$ cat src/rtl/clkgen_rst_pkg.sv
package clkgen_rst_pkg;

   // Top-level state of the release timeline.
   typedef enum logic {
      ST_WAIT = 1'b0,
      ST_RUN  = 1'b1
   } seq_state_e;

endpackage

$ cat src/rtl/crs_sync.sv
// Reset synchronizer: asserts asynchronously, releases after STAGES edges.
module crs_sync #(
   parameter int STAGES = 2
) (
   input  logic clk,
   input  logic arst_n,
   output logic srst_n
);
   if (STAGES < 2) begin : g_bad_stages
      $error("crs_sync: STAGES must be at least 2");
   end

   logic [STAGES-1:0] chain;

   always_ff @(posedge clk or negedge arst_n) begin
      if (!arst_n) chain <= '0;
      else         chain <= {chain[STAGES-2:0], 1'b1};
   end

   assign srst_n = chain[STAGES-1];
endmodule

$ cat src/rtl/crs_divpulse.sv
// Divided clock edge enable: one pulse every RATIO cycles while go is high,
// the first pulse in the first cycle go is seen.
module crs_divpulse #(
   parameter int RATIO = 2
) (
   input  logic clk,
   input  logic srst_n,
   input  logic go,
   output logic pulse
);
   localparam int PW = (RATIO > 2) ? $clog2(RATIO) : 1;
   localparam logic [PW-1:0] LAST = PW'(RATIO - 1);

   if (RATIO < 2) begin : g_bad_ratio
      $error("crs_divpulse: RATIO must be at least 2");
   end

   logic [PW-1:0] phase;

   always_ff @(posedge clk or negedge srst_n) begin
      if (!srst_n)            phase <= '0;
      else if (!go)           phase <= '0;
      else if (phase == LAST) phase <= '0;
      else                    phase <= phase + PW'(1);
   end

   assign pulse = go && (phase == '0);
endmodule

$ cat src/rtl/crs_timeline.sv
// Release timeline: counts fast cycles from the accepted reference edge and
// decodes each stage from the count.
module crs_timeline
   import clkgen_rst_pkg::*;
#(
   parameter int ALIGN_DLY = 3,
   parameter int REL_DLY   = 1,
   parameter int IO2X_DLY  = 2,
   parameter int IO1X_DLY  = 4,
   parameter int DIV_DLY   = 2
) (
   input  logic clk,
   input  logic srst_n,
   input  logic locked,
   input  logic hold,
   input  logic ref_edge,
   output logic align_pulse,
   output logic aligned_rst_n,
   output logic div_release,
   output logic io2x_go,
   output logic io1x_go,
   output logic clocks_stable
);
   localparam int REL_AT    = ALIGN_DLY + REL_DLY;
   localparam int IO2X_AT   = REL_AT + IO2X_DLY;
   localparam int IO1X_AT   = REL_AT + IO1X_DLY;
   localparam int DIV_AT    = ALIGN_DLY + DIV_DLY;
   localparam int STABLE_AT = IO1X_AT + 1;
   localparam int CW        = $clog2(STABLE_AT + 1);

   localparam logic [CW-1:0] C_ALIGN  = CW'(ALIGN_DLY);
   localparam logic [CW-1:0] C_REL    = CW'(REL_AT);
   localparam logic [CW-1:0] C_IO2X   = CW'(IO2X_AT);
   localparam logic [CW-1:0] C_IO1X   = CW'(IO1X_AT);
   localparam logic [CW-1:0] C_DIV    = CW'(DIV_AT);
   localparam logic [CW-1:0] C_STABLE = CW'(STABLE_AT);

   if (ALIGN_DLY < 1 || REL_DLY < 1) begin : g_bad_align
      $error("crs_timeline: ALIGN_DLY and REL_DLY must be at least 1");
   end
   if (IO2X_DLY < 1 || IO1X_DLY < IO2X_DLY) begin : g_bad_io
      $error("crs_timeline: need 1 <= IO2X_DLY <= IO1X_DLY");
   end
   if (DIV_AT > STABLE_AT) begin : g_bad_div
      $error("crs_timeline: divider release must precede stable");
   end

   seq_state_e     state;
   logic [CW-1:0]  cnt;
   logic           running;

   always_ff @(posedge clk or negedge srst_n) begin
      if (!srst_n) begin
         state <= ST_WAIT;
         cnt   <= '0;
      end else begin
         unique case (state)
            ST_WAIT: begin
               cnt <= '0;
               if (ref_edge && locked && !hold) state <= ST_RUN;
            end
            ST_RUN: begin
               if (!locked || hold) begin
                  state <= ST_WAIT;
                  cnt   <= '0;
               end else if (cnt != C_STABLE) begin
                  cnt <= cnt + CW'(1);
               end
            end
            default: state <= ST_WAIT;
         endcase
      end
   end

   assign running       = (state == ST_RUN);
   assign align_pulse   = running && (cnt == C_ALIGN);
   assign aligned_rst_n = running && (cnt >= C_REL);
   assign div_release   = running && (cnt == C_DIV);
   assign io2x_go       = running && (cnt >= C_IO2X);
   assign io1x_go       = running && (cnt >= C_IO1X);
   assign clocks_stable = running && (cnt >= C_STABLE);


   align_width_chk: assert property (@(posedge clk) disable iff (!srst_n)
      align_pulse |=> !align_pulse);


   release_after_align_chk: assert property (@(posedge clk) disable iff (!srst_n)
      $rose(aligned_rst_n) |-> $past(align_pulse));


   lock_loss_chk: assert property (@(posedge clk) disable iff (!srst_n)
      (clocks_stable && !locked) |=> (!clocks_stable && !aligned_rst_n));
endmodule

$ cat src/rtl/crs_cfg_hold.sv
// Configuration register: low KEEP_W bits survive a warm reset.
module crs_cfg_hold #(
   parameter int CFG_W  = 8,
   parameter int KEEP_W = 4
) (
   input  logic             clk,
   input  logic             cold_srst_n,
   input  logic             warm_srst_n,
   input  logic             we,
   input  logic [CFG_W-1:0] wdata,
   output logic [CFG_W-1:0] q
);
   localparam int MISC_W = CFG_W - KEEP_W;

   if (KEEP_W < 1 || KEEP_W >= CFG_W) begin : g_bad_split
      $error("crs_cfg_hold: need 1 <= KEEP_W < CFG_W");
   end

   logic [KEEP_W-1:0] keep_q;
   logic [MISC_W-1:0] misc_q;

   always_ff @(posedge clk or negedge cold_srst_n) begin
      if (!cold_srst_n)            keep_q <= '0;
      else if (we && warm_srst_n)  keep_q <= wdata[KEEP_W-1:0];
   end

   always_ff @(posedge clk or negedge warm_srst_n) begin
      if (!warm_srst_n) misc_q <= '0;
      else if (we)      misc_q <= wdata[CFG_W-1:KEEP_W];
   end

   assign q = {misc_q, keep_q};


   keep_through_warm_chk: assert property (@(posedge clk) disable iff (!cold_srst_n)
      !warm_srst_n |=> $stable(keep_q));
endmodule

$ cat src/rtl/clkgen_rst_seq.sv
module clkgen_rst_seq #(
   parameter int SYNC_STAGES = 2,
   parameter int ALIGN_DLY   = 3,
   parameter int REL_DLY     = 1,
   parameter int IO2X_DLY    = 2,
   parameter int IO1X_DLY    = 4,
   parameter int DIV_DLY     = 2,
   parameter int IO2X_DIV    = 2,
   parameter int IO_DIV      = 4,
   parameter int CFG_W       = 8,
   parameter int KEEP_W      = 4
) (
   input  logic             clk,
   input  logic             pll_rst_n,
   input  logic             logic_rst_n,
   input  logic             warm_rst_n,
   input  logic             pll_locked,
   input  logic             ref_edge,
   input  logic             test_mode,
   input  logic             div_bypass,
   input  logic             cfg_we,
   input  logic [CFG_W-1:0] cfg_wdata,
   output logic [CFG_W-1:0] cfg_q,
   output logic             align_pulse,
   output logic             aligned_rst_n,
   output logic             div_release,
   output logic             io2x_en,
   output logic             io_en,
   output logic             clocks_stable
);
   localparam bit EDGES_NEST = ((IO1X_DLY - IO2X_DLY) % IO2X_DIV == 0) &&
                               (IO_DIV % IO2X_DIV == 0);

   logic seq_arst_n, warm_arst_n;
   logic seq_srst_n, warm_srst_n, cold_srst_n;
   logic io2x_go, io1x_go;

   // Logic reset counts only once the PLL reset is also released.
   assign seq_arst_n  = pll_rst_n & logic_rst_n;
   assign warm_arst_n = pll_rst_n & warm_rst_n;

   crs_sync #(.STAGES(SYNC_STAGES)) u_sync_seq (
      .clk(clk), .arst_n(seq_arst_n), .srst_n(seq_srst_n));
   crs_sync #(.STAGES(SYNC_STAGES)) u_sync_cold (
      .clk(clk), .arst_n(pll_rst_n), .srst_n(cold_srst_n));
   crs_sync #(.STAGES(SYNC_STAGES)) u_sync_warm (
      .clk(clk), .arst_n(warm_arst_n), .srst_n(warm_srst_n));

   crs_timeline #(
      .ALIGN_DLY(ALIGN_DLY), .REL_DLY(REL_DLY), .IO2X_DLY(IO2X_DLY),
      .IO1X_DLY(IO1X_DLY), .DIV_DLY(DIV_DLY)
   ) u_timeline (
      .clk           (clk),
      .srst_n        (seq_srst_n),
      .locked        (pll_locked),
      .hold          (test_mode | div_bypass),
      .ref_edge      (ref_edge),
      .align_pulse   (align_pulse),
      .aligned_rst_n (aligned_rst_n),
      .div_release   (div_release),
      .io2x_go       (io2x_go),
      .io1x_go       (io1x_go),
      .clocks_stable (clocks_stable)
   );

   crs_divpulse #(.RATIO(IO2X_DIV)) u_div_io2x (
      .clk(clk), .srst_n(seq_srst_n), .go(io2x_go), .pulse(io2x_en));
   crs_divpulse #(.RATIO(IO_DIV)) u_div_io (
      .clk(clk), .srst_n(seq_srst_n), .go(io1x_go), .pulse(io_en));

   crs_cfg_hold #(.CFG_W(CFG_W), .KEEP_W(KEEP_W)) u_cfg (
      .clk(clk), .cold_srst_n(cold_srst_n), .warm_srst_n(warm_srst_n),
      .we(cfg_we), .wdata(cfg_wdata), .q(cfg_q));


   stable_after_io_chk: assert property (@(posedge clk) disable iff (!seq_srst_n)
      $rose(clocks_stable) |-> $past(io_en));


   reset_quiet_chk: assert property (@(posedge clk)
      !seq_srst_n |-> (!aligned_rst_n && !clocks_stable && !io_en && !io2x_en));

   if (EDGES_NEST) begin : g_nest_chk

      io_on_io2x_chk: assert property (@(posedge clk) disable iff (!seq_srst_n)
         io_en |-> io2x_en);
   end
endmodule

$ cat config.mk
export PLATFORM = sky130hd
export DESIGN_NAME = clkgen_rst_seq
export DESIGN_NICKNAME = d
export VERILOG_FILES = /design/src/rtl/clkgen_rst_pkg.sv /design/src/rtl/crs_sync.sv /design/src/rtl/crs_divpulse.sv /design/src/rtl/crs_timeline.sv /design/src/rtl/crs_cfg_hold.sv /design/src/rtl/clkgen_rst_seq.sv
export SDC_FILE = /design/constraint.sdc
export NUM_CORES = 1
export LEC_CHECK = 0
export BUFFER_PORTS_ARGS = -buffer_cell sky130_fd_sc_hd__clkbuf_2
export CORE_MARGIN = 2
export CORE_UTILIZATION = 43
export CTS_BUF_LIST = sky130_fd_sc_hd__clkbuf_16
export DETAILED_ROUTE_END_ITERATION = 8
export GPL_TIMING_DRIVEN = 1
export MAX_ROUTING_LAYER = met4
export PLACE_DENSITY = 0.73
export SKIP_LAST_GASP = 1
export SLEW_MARGIN = 20
export SYNTH_ARGS = -nofsm -noshare
export SYNTH_HDL_FRONTEND = slang
export SYNTH_SLANG_ARGS = --single-unit
$ cat constraint.sdc
create_clock -name clk -period 0.9 [get_ports clk]
set_clock_uncertainty 0.1 [all_clocks]
set_input_delay 0 -clock clk [delete_from_list [all_inputs] [get_ports clk]]
set_output_delay 0 -clock clk [all_outputs]
set_load 0.05 [all_outputs]
After elaboration in Yosys (flattened, before gate mapping):

Cells that the tools add are included.

* memories: 0
* memory bits (read-only): 0
* latch bits: 0
* input bits: 17
* bits in writable memories: 0
* output and inout port bits: 14
* flip-flop bits (word level): 22
* logic and storage cells: 51

* bitwise operators: 5
* shifts and indexed selects: 0
* divide/modulo/power cells: 0
* equal/unequal tests: 5
* reduce and logical (&&, ||, !) cells: 15
* multipliers: 0
* order comparisons: 4
* muxes and demuxes: 10
* add/sub/neg operators: 3

Operators with widths (number)
* 1-bit logical AND: 11
* 4-bit by 3-bit >= comparator with 1-bit output (second input constant): 2
* 4-bit >= comparator (second input constant): 2
* 4-bit two-way mux: 2
* 4-bit one-hot mux with 2 select lines: 1
* 4-bit by 1-bit adder with 4-bit output (second input constant): 1
* 4-bit by 2-bit equality test with 1-bit output (second input constant): 1
* 4-bit by 3-bit equality test with 1-bit output (second input constant): 1
* 1-bit two-way mux: 4
* 2-bit two-way mux: 2
* 4-bit inequality test (second input constant): 1
* 3-bit inequality test (second input constant): 1
* 2-bit by 1-bit adder with 2-bit output (second input constant): 1
* 1-bit AND: 2
* 2-bit equality test (second input constant): 1
* 1-bit zero test: 2
* 2-bit zero test: 1
* 1-bit inverter: 2
* 1-bit one-hot mux with 2 select lines: 1
* 1-bit adder (second input constant): 1
* 1-bit logical OR: 1
* 1-bit OR: 1

Depth between registers and ports, before layout:

Gate-level depths: netlist (run 1).

* word-level depth: 5
* gate-level depth with buffers: 5
* gate-level depth less buffers: 5

Hierarchy:

A second synthesis (run 1) with hierarchy kept.

* cell total of the unflattened synthesis: 73
* area, all modules: 974.7 um2

Modules (own cells, without submodules)
* crs_timeline: area each 342.8 um2, instances 1, sequential area each 125.1 um2, cells an instance 34
* crs_cfg_hold: area each 316.6 um2, instances 1, sequential area each 200.2 um2, cells an instance 17
* crs_sync: area each 53.8 um2, instances 3, sequential area each 50.0 um2, cells an instance 3
* crs_divpulse (u_div_io): area each 96.3 um2, instances 1, sequential area each 50.0 um2, cells an instance 8
* crs_divpulse (u_div_io2x): area each 38.8 um2, instances 1, sequential area each 25.0 um2, cells an instance 2
* clkgen_rst_seq: area each 18.8 um2, instances 1, sequential area each 0.0 um2, cells an instance 3

Worst setup path after synthesis (run 1):

No wires, ideal clock.

* kind: register to register
* start: reg u_timeline.cnt[3]
* end: reg u_div_io2x.phase
* arrival: 2.172 ns
* buffers on the path: 1
* data required time: 0.548 ns
* library setup time: 0.252 ns
* cell stages (with the launch flop): 4
* setup slack: -1.624 ns
* period minus slack after synthesis: 2.524 ns
* cell sequence: dfrtp_1 -> buf_2 -> o21a_1 -> nor3b_1

* longest elaborated chain between the ends: 3

RTL lines
* start, declared: line crs_timeline.sv:49 `logic [CW-1:0] cnt;`
* start signal, assigned: line crs_timeline.sv:67 `cnt <= cnt + CW'(1);`
* 4-bit by 3-bit >= comparator with 1-bit output: line crs_timeline.sv:79 `assign io2x_go = running && (cnt >= C_IO2X);`
* 1-bit logical AND: line crs_timeline.sv:79
* 1-bit two-way mux: line crs_divpulse.sv:22 `else if (!go) phase <= '0;`
* end signal, assigned: line crs_divpulse.sv:24 `else phase <= phase + PW'(1);`
* end, declared: line crs_divpulse.sv:18 `logic [PW-1:0] phase;`

No other way between the ends.
A chain may end at the register's enable or synchronous reset.

Worst setup path in the final report (run 1):

* start: reg u_timeline.cnt[0]
* end: out align_pulse

* longest elaborated chain between the ends: 2

RTL lines
* 4-bit by 2-bit equality test with 1-bit output: line crs_timeline.sv:76 `assign align_pulse = running && (cnt == C_ALIGN);`
* 1-bit logical AND: line crs_timeline.sv:76
* end, declared: line clkgen_rst_seq.sv:24 `output logic align_pulse,`

No other way between the ends.

==> out/metrics.cfg, run 1 <==
[run_status]
status = finished, violations left
violations = hold timing, setup timing

[placement]
routabilityCongestion = 0.760
dp_hpwl_um = 1350
io_buffers = 30

[timing]
fin_setup_tns_ns = -5.90
setup_ws_ns = -0.526
finalCriticalPeriod_ns = 1.43
whs_ns = -0.0829
hold_viol = 7
period_share_pct = 158
rsz0062_at_grt = yes
setup_viol = 26
drv_slew = 0
fmaxAchievable_mhz = 701

[power]
power_density_mw_per_mm2 = 1440
fin_total_pwr_mw = 2.53
power_leakage_nw = 0.798
peakVddDrop_uv = 1470

[cells_and_area]
antennaDiodeCount = 0
area_delta_synth_final_pct = 88.9
drive_gt1_share_pct = 67.9
final_nets = 157
postLayoutCoreUtil_pct = 87.5
num-fill-cells = 91

[cts]
cts-root-buf = clkbuf_16
clk_pin_slew_worst_paths_ns = 0.06
hold_buffers = 13
clk_path_buf_depth = 2
insertion_delay_ns = 0.25
cts_sinks = 22
h-tree-depth = 1
cts_tree = built
numCtsBuffers = 3

[grt]
grt_util_all_layers_pct = 22.6
grt_pass1_wl_um = 4100
grt_pass1_vias = 918
grt_max_degree = 13
overflow = 0
antenna_found_initial = 0

[routing]
first_pass_iters = 4
drt-total-wl_um = 2800
ant_nets = 0
num_vias = 791
wire_per_inst_um = 17.4
drc = 0
first_iter_violations = 5
viasPerCell = 4.91

[worst_setup_path]
slowest_delay_ns = 0.44
cp_slowest_cell = dfrtp_2
crit_fanout = 4
start_kind = register
critPathBufInv = 1
cpLargestDelayFamily = flip-flops
setup.worst_path.class = register to primary output
end_kind = primary output
cp_cell_sequence = ha_4, nor4bb_4, clkbuf_8
cp_data_arrival_time_ns = 1.33
cp_data_required_time_ns = 0.80

[logic_synthesis]
syn-cell-area_um2 = 927
synth_ff_type = dfrtp_1
synthCells = 70
synth_cell_types = 24
yosysSeqAreaShare_pct = 59.4
synth_edf_count = 0
ys_ff_latch = 22
ys_warn_count = 0
avgSynthCellArea_um2 = 13.2
async_flop_share_pct = 100

[hold_path]
hold_class = input port to register

[floorplan]
start_util_pct = 46.3
die_h_um = 50.4
core_region_area_mm2 = 0.00200
dieArea_mm2 = 0.00254
die_x_um = 50.4
ioPinCount = 31
placementRows = 16

[flow_run]
drv_cap = 0

==> synth_stat cells, drive strengths merged (2+ instances only) <==
cell type | instances | area, um^2
nand2 | 4 | 22.5
and3 | 2 | 12.5
nor2 | 5 | 18.8
and2 | 2 | 12.5
mux2 | 8 | 105
inv | 4 | 15.0
a21oi | 2 | 10.0
nor3b | 2 | 15.0
dfrtp | 22 | 551
nand3b | 2 | 15.0
o21a | 2 | 15.0
ha | 5 | 62.6
==> state kept, by name, summed over array words and instances (netlist names) <==
register            count
u_timeline.cnt          4
u_sync_cold.chain       2
u_cfg.misc_q            4
u_sync_warm.chain       2
u_timeline.running      1
u_sync_seq.chain        2
u_cfg.keep_q            4
u_div_io.phase          2
u_div_io2x.phase        1
==> layout make-up <==
class | instances | area (um^2) | area share, %
multi-input cells | 45 | 485 | 27.7
well taps | 27 | 33.8 | 1.93
clock buffers | 3 | 75.1 | 4.29
flip-flops and latches | 22 | 568 | 32.4
repair buffers | 59 | 571 | 32.6
clock inverters | 1 | 3.75 | 0.214
inverters | 4 | 15.0 | 0.857
==> cells in the final DEF, fill, tap and decap left out, drive strengths merged <==
| cell | Yosys | final |
|---|---|---|
| a21oi | 2 | 2 |
| and2 | 2 | 2 |
| and3 | 2 | 2 |
| and4b | 1 | 1 |
| buf | 1 | 29 |
| clkbuf | 0 | 21 |
| clkinv | 0 | 1 |
| conb | 1 | 3 |
| dfrtp | 22 | 22 |
| dlygate4sd3 | 0 | 12 |
| ha | 5 | 5 |
| inv | 4 | 4 |
| mux2 | 8 | 8 |
| mux2i | 1 | 1 |
| nand2 | 4 | 4 |
| nand2b | 1 | 1 |
| nand3 | 1 | 1 |
| nand3b | 2 | 2 |
| nor2 | 5 | 5 |
| nor3 | 1 | 1 |
| nor3b | 2 | 2 |
| nor4bb | 1 | 1 |
| o21a | 2 | 2 |
| xnor2 | 1 | 1 |
| xor2 | 1 | 1 |
==> tightest hold or removal path: cells and delay by family <==
family	cells	cell delay [ns]
buffers and inverters	1	0.08
AOI/OAI and AO/OA	1	0.10
and+or+nand+nor	1	0.05
==> path summary, 6_finish.rpt <==
kind                                 startpoint            endpoint  slack [ns]  cells past startpoint
min                                   test_mode  u_timeline.running       -0.08                      3
max in group asynchronous   u_sync_seq.chain[1]  u_timeline.running        0.37                      0
min reg2reg                u_sync_cold.chain[1]     u_cfg.keep_q[1]       -0.03                      0
min in group asynchronous  u_sync_cold.chain[1]     u_cfg.keep_q[1]       -0.03                      0
max                           u_timeline.cnt[0]         align_pulse       -0.53                      3
max reg2reg                   u_timeline.cnt[0]   u_timeline.cnt[1]       -0.48                      5
==> layer usage <==
layer  GRT usage (%)  share of wire [%]  vias up  routed length, um
li1                -                  -      362                  -
met1            23.2                 38      409               1080
met2            43.4                 59       18               1650
met3            3.27                2.3        2                 65
met4            7.66               0.29        0                  8
met5               -                  0        -                  0
==> through the flow <==
step / std cells / setup slack (ns) / cell area (um^2)
floorplan: 72 / -0.600 / 1010
global placement: 136 / -0.315 / 1260
detailed placement: 136 / -0.347 / 1260
CTS: 159 / -0.512 / 1690
global route: 161 / -0.589 / 1750
finish: 161 / -0.526 / 1750
==> cells by family (layout without fill, tap and decap cells) <==
| kind of cell | Yosys count | in the layout | synth area share, % |
|---|---|---|---|
| AOI/OAI and AO/OA | 4 | 4 | 2.70 |
| muxes | 9 | 9 | 12.4 |
| adders and majority gates | 5 | 5 | 6.75 |
| xor gates and xnor gates | 2 | 2 | 1.89 |
| DFF | 22 | 22 | 59.4 |
| and+or+nand+nor | 22 | 22 | 14.3 |
| buffers and inverters | 5 | 67 | 2.16 |
| other | 1 | 3 | 0.404 |
==> report_power, final <==
| part | internal, mW | total (mW) | switching, mW |
|---|---|---|---|
| combinational | 0.247 | 0.489 | 0.242 |
| clock | 0.591 | 0.915 | 0.324 |
| sequential | 1.06 | 1.12 | 0.0649 |
| total | 1.90 | 2.53 | 0.630 |
==> timing repair <==
action / CTS / global route
endpoints found under the hold margin: 19 / 7
gates cloned: 0 / 0
gates resized for setup: 42 / 19
pin swaps: 6 / 7
setup buffers: 6 / 3
endpoints found under the setup margin: 26 / 29
No activity file was read; power rests on OpenSTA's default activity.
==> inputs of run 2 (changes only) <==
CELL_PAD_IN_SITES_DETAIL_PLACEMENT = 0   (was unset)
CELL_PAD_IN_SITES_GLOBAL_PLACEMENT = 1   (was unset)
CORE_UTILIZATION = 34   (was 43)
MAX_ROUTING_LAYER = unset   (was met4)
PLACE_DENSITY = unset   (was 0.73)
PLACE_DENSITY_LB_ADDON = 0.1   (was unset)
==> out/metrics.cfg, run 2 (same netlist as run 1, synthesis figures left out) <==
[run_status]
status = finished, violations left
violations = hold timing, setup timing

[timing]
fmaxAchievable_mhz = 702
whs_ns = -0.102
finalCriticalPeriod_ns = 1.42
hold_viol = 8
setup_viol = 27
setup_ws_ns = -0.524
fin_setup_tns_ns = -5.58
drv_slew = 0
period_share_pct = 158
rsz0062_at_grt = yes

[placement]
dp.cells = 144
routabilityCongestion = 0.697
dp_hpwl_um = 1400
dp_slack_ns = -0.371
io_buffers = 30
dpl_cell_area_mm2 = 0.00133

[cts]
cts_sinks = 22
numCtsBuffers = 3
clk_path_buf_depth = 2
insertion_delay_ns = 0.25
cts_tree = built
clk_pin_slew_worst_paths_ns = 0.06
cts-root-buf = clkbuf_16
hold_buffers = 13
h-tree-depth = 1

[cells_and_area]
layout.cells.non_filler = 167
postLayoutCoreUtil_pct = 72.7
final_nets = 160
final_cell_mix = clkbuf_2, dfrtp_2, dlygate4sd3_1, buf_4, buf_8
drive_gt1_share_pct = 70.1
final_design_area_no_fill_mm2 = 0.00183
antennaDiodeCount = 0
reg_top3 = u_cfg.keep_q: 4 flops, u_cfg.misc_q: 4 flops, u_timeline.cnt: 4 flops
final_common_cell = clkbuf_2
area_delta_synth_final_pct = 97.7

[floorplan]
core_region_area_mm2 = 0.00252
start_util_pct = 36.8
ioPinCount = 31
die_x_um = 56.2
die_h_um = 56.2
placementRows = 18
dieArea_mm2 = 0.00316

[power]
power.share.clock_pct = 36.7
switching_share_pct = 24.9
power_leakage_nw = 0.808
peakVddDrop_uv = 1260
comb_power_share_pct = 19.0
switchingPower_mw = 0.630
power_density_mw_per_mm2 = 1380
fin_total_pwr_mw = 2.53
pwr-share-seq_pct = 44.2
p_int_mw = 1.90

[routing]
first_pass_iters = 4
ant_nets = 0
drc = 0
num_vias = 769
viasPerCell = 4.60
wire_per_inst_um = 13.1
drt-total-wl_um = 2190
first_iter_violations = 4

[worst_setup_path]
cp_data_required_time_ns = 0.80
start_kind = register
reg2reg_slack_ns = -0.43
crit_fanout = 3
cp_data_arrival_time_ns = 1.32
setup.worst_path.class = register to primary output
end_kind = primary output

[grt]
grt_util_all_layers_pct = 15.4
overflow = 0
grt_max_degree = 13
grt_pass1_vias = 787
grt_pass1_wl_um = 3660
antenna_found_initial = 0

[flow_run]
drv_cap = 0

[hold_path]
hold_class = input port to register

==> run 2: changes by cell type in the layout (fill, tap and decap cells not counted), sizes merged <==
| cell | delta |
|---|---|
| clkbuf | -1 |
| buf | +4 |
==> run 2: worst paths after layout <==
check,startpoint,to,depth (start not counted)
hold / removal,test_mode,u_timeline.running,3
hold reg to reg,u_sync_cold.chain[1],u_cfg.keep_q[2],0
setup / recovery,u_timeline.cnt[1],align_pulse,4
min in group asynchronous,u_sync_cold.chain[1],u_cfg.keep_q[2],0
setup reg to reg,u_timeline.cnt[2],u_timeline.cnt[1],4
max in group asynchronous,u_sync_seq.chain[1],u_timeline.running,0
==> run 2: power by group through the flow <==
stage / sequential [mW] / clock (mW) / combinational (mW)
2_1_floorplan: 1.27 / 0 / 0.0778
3_3_place_gp: 1.11 / 0 / 0.340
3_5_place_dp: 1.12 / 0 / 0.346
4_1_cts: 1.11 / 0.950 / 0.464
5_1_grt: 1.13 / 1.01 / 0.505
6_report: 1.12 / 0.930 / 0.482
==> run 2: final cells by class <==
type                            count  area [um^2]
Sequential cell                    22          567
Clock inverter                      1         3.75
Clock buffer                        3         75.1
Multi-Input combinational cell     45          519
Tap cell                           30         37.5
Inverter                            4         15.0
Timing Repair Buffer               62          616
Fill cell                         180          689
==> run 2: timing repair <==
action,CTS,global route
cloned,0,0
setup buffers,10,4
hold endpoints to repair,20,7
endpoints found under the setup margin,26,29
pin swaps,6,5
gates resized for setup,48,18
==> run 2: metal layers <==
metal  routed length, um  share of wire (%)  GRT usage [%]  vias up
li1                    -                  -              -      367
met5                   0                  0              0        -
met4                  45                2.1           7.14        0
met1                 900                 41           18.7      380
met3                  67                3.1           2.79        5
met2                1180                 54           26.2       17
==> run 2: critical path, cell delays in order (launching register included) <==
cell      delay [ns]
dfrtp_1         0.40
buf_6           0.13
ha_4            0.12
nor4bb_4        0.24
buf_12          0.18
==> inputs of run 3 (changes only) <==
PLACE_DENSITY = 0.85   (was unset)
PLACE_DENSITY_LB_ADDON = unset   (was 0.1)
SKIP_LAST_GASP = unset   (was 1)
==> out/metrics.cfg, run 3 (same netlist as run 1, synthesis figures left out) <==
[run_status]
status = finished, violations left
violations = hold timing, setup timing

[worst_setup_path]
crit_fanout = 4
slowest_delay_ns = 0.43
r2r_start = u_timeline.cnt[1]
end_kind = primary output
worst-r2r-cell-count = 6
reg2reg_slack_ns = -0.39
reg2reg_to = u_timeline.cnt[3]
critPathBufInv = 2
cp_data_required_time_ns = 0.80
cp_cell_sequence = buf_6, nor4bb_4, clkbuf_8
setup.worst_path.class = register to primary output
cpLargestDelayFamily = flip-flops
cp_data_arrival_time_ns = 1.31
start_kind = register
cp_slowest_cell = dfrtp_2

[routing]
num_vias = 745
first_pass_iters = 2
viasPerCell = 4.49
wire_per_inst_um = 12.9
drc = 0
ant_nets = 0
drt-total-wl_um = 2150
first_iter_violations = 5

[cts]
clk_path_buf_depth = 2
h-tree-depth = 1
cts_sinks = 22
clk_pin_slew_worst_paths_ns = 0.05
numCtsBuffers = 3
insertion_delay_ns = 0.25
hold_buffers = 13
cts-root-buf = clkbuf_16
cts_tree = built

[flow_run]
drv_cap = 0

[placement]
io_buffers = 30
dpl_cell_area_mm2 = 0.00128
dp_hpwl_um = 1450
routabilityCongestion = 0.739
dp.cells = 140

[timing]
setup_ws_ns = -0.508
fmaxAchievable_mhz = 710
hold_viol = 8
setup_viol = 26
period_share_pct = 156
rsz0062_at_grt = yes
drv_slew = 0
finalCriticalPeriod_ns = 1.41
whs_ns = -0.0978

[floorplan]
core_region_area_mm2 = 0.00252
start_util_pct = 36.8
ioPinCount = 31
dieArea_mm2 = 0.00316
die_h_um = 56.2
placementRows = 18
die_x_um = 56.2

[cells_and_area]
area_delta_synth_final_pct = 94.5
final_cell_mix = clkbuf_2, dfrtp_2, dlygate4sd3_1, buf_6, buf_8
antennaDiodeCount = 0
final_design_area_no_fill_mm2 = 0.00180
num-fill-cells = 185
final_common_cell = clkbuf_2
multi_input_area_um2 = 490
drive_gt1_share_pct = 69.1
final-seq-area_um2 = 568
final_nets = 159
layout.cells.non_filler = 166
reg_top3 = u_cfg.keep_q: 4 flops, u_cfg.misc_q: 4 flops, u_timeline.cnt: 4 flops

[grt]
grt_max_degree = 13
grt_pass1_vias = 850
overflow = 0
grt_pass1_wl_um = 3730
antenna_found_initial = 0
grt_util_all_layers_pct = 14.7

[hold_path]
hold_end = u_timeline.running
holdPathStages = 3
hold_class = input port to register
worstHoldStart = test_mode

[power]
peakVddDrop_uv = 1160
power_leakage_nw = 0.811
fin_total_pwr_mw = 2.51
power_density_mw_per_mm2 = 1390

==> run 3: cell count changes in the layout (fill, tap and decap cells not counted), moves of 2 or more <==
cell / before / now
buf_4: 12 / 8
buf_6: 8 / 11
ha_4: 5 / 2
ha_2: 0 / 2
inv_1: 1 / 3
inv_2: 3 / 1
==> run 3: cell type report <==
cell class	instances	share of cell area, %
inverter	4	0.833
timing repair buffer	61	34.0
multi-input combinational	45	27.2
clock inverter	1	0.208
clock buffer	3	4.16
tap	30	2.08
sequential	22	31.5
==> run 3: worst max path at each step <==
stage,startpoint,slack (ns),cells after the start,end
floorplan,u_timeline.cnt[3],-0.60,3,u_div_io2x.phase
detailed placement,u_timeline.cnt[1],-0.39,5,u_timeline.cnt[1]
finish,u_timeline.cnt[3],-0.51,3,align_pulse
global placement,u_timeline.cnt[1],-0.33,4,div_release
global route,u_timeline.cnt[3],-0.56,3,align_pulse
CTS,u_timeline.cnt[0],-0.52,3,align_pulse
==> run 3: power breakdown <==
| part | leakage, nW | internal (mW) | switching (mW) |
|---|---|---|---|
| clock | 0.0385 | 0.591 | 0.320 |
| sequential | 0.260 | 1.06 | 0.0620 |
| combinational | 0.512 | 0.247 | 0.233 |
| total | 0.811 | 1.90 | 0.615 |
==> run 3: repair_timing <==
action | CTS | global route
endpoints found under the setup margin | 26 | 31
endpoints found under the hold margin | 20 | 7
buffers inserted | 7 | 5
pin swaps | 3 | 7
gates resized for setup | 42 | 25
==> run 3: stage by stage <==
step	setup TNS [ns]	setup WS, ns	util [%]
after CTS	-5.44	-0.520	68.0
final	-5.35	-0.508	71.5
after floorplan	-3.92	-0.600	-
after detailed placement	-4.37	-0.390	50.9
after global placement	-3.92	-0.329	50.9
after global routing	-6.21	-0.562	71.5
==> run 3: worst register-to-register path, stage by stage, from the launching register on <==
cell	delay, ns
dfrtp_2	0.44
buf_4	0.15
buf_6	0.10
buf_4	0.13
nand3_2	0.07
xor2_1	0.15
nor2_1	0.05
==> run 3: layer usage <==
layer / global-route usage, % / part of all wire [%] / vias to the layer above
li1: - / - / 366
met1: 17.3 / 41 / 361
met2: 28.4 / 56 / 18
met3: 2.09 / 3.1 / 0
met4: 2.04 / 0 / 0
met5: 0 / 0 / -
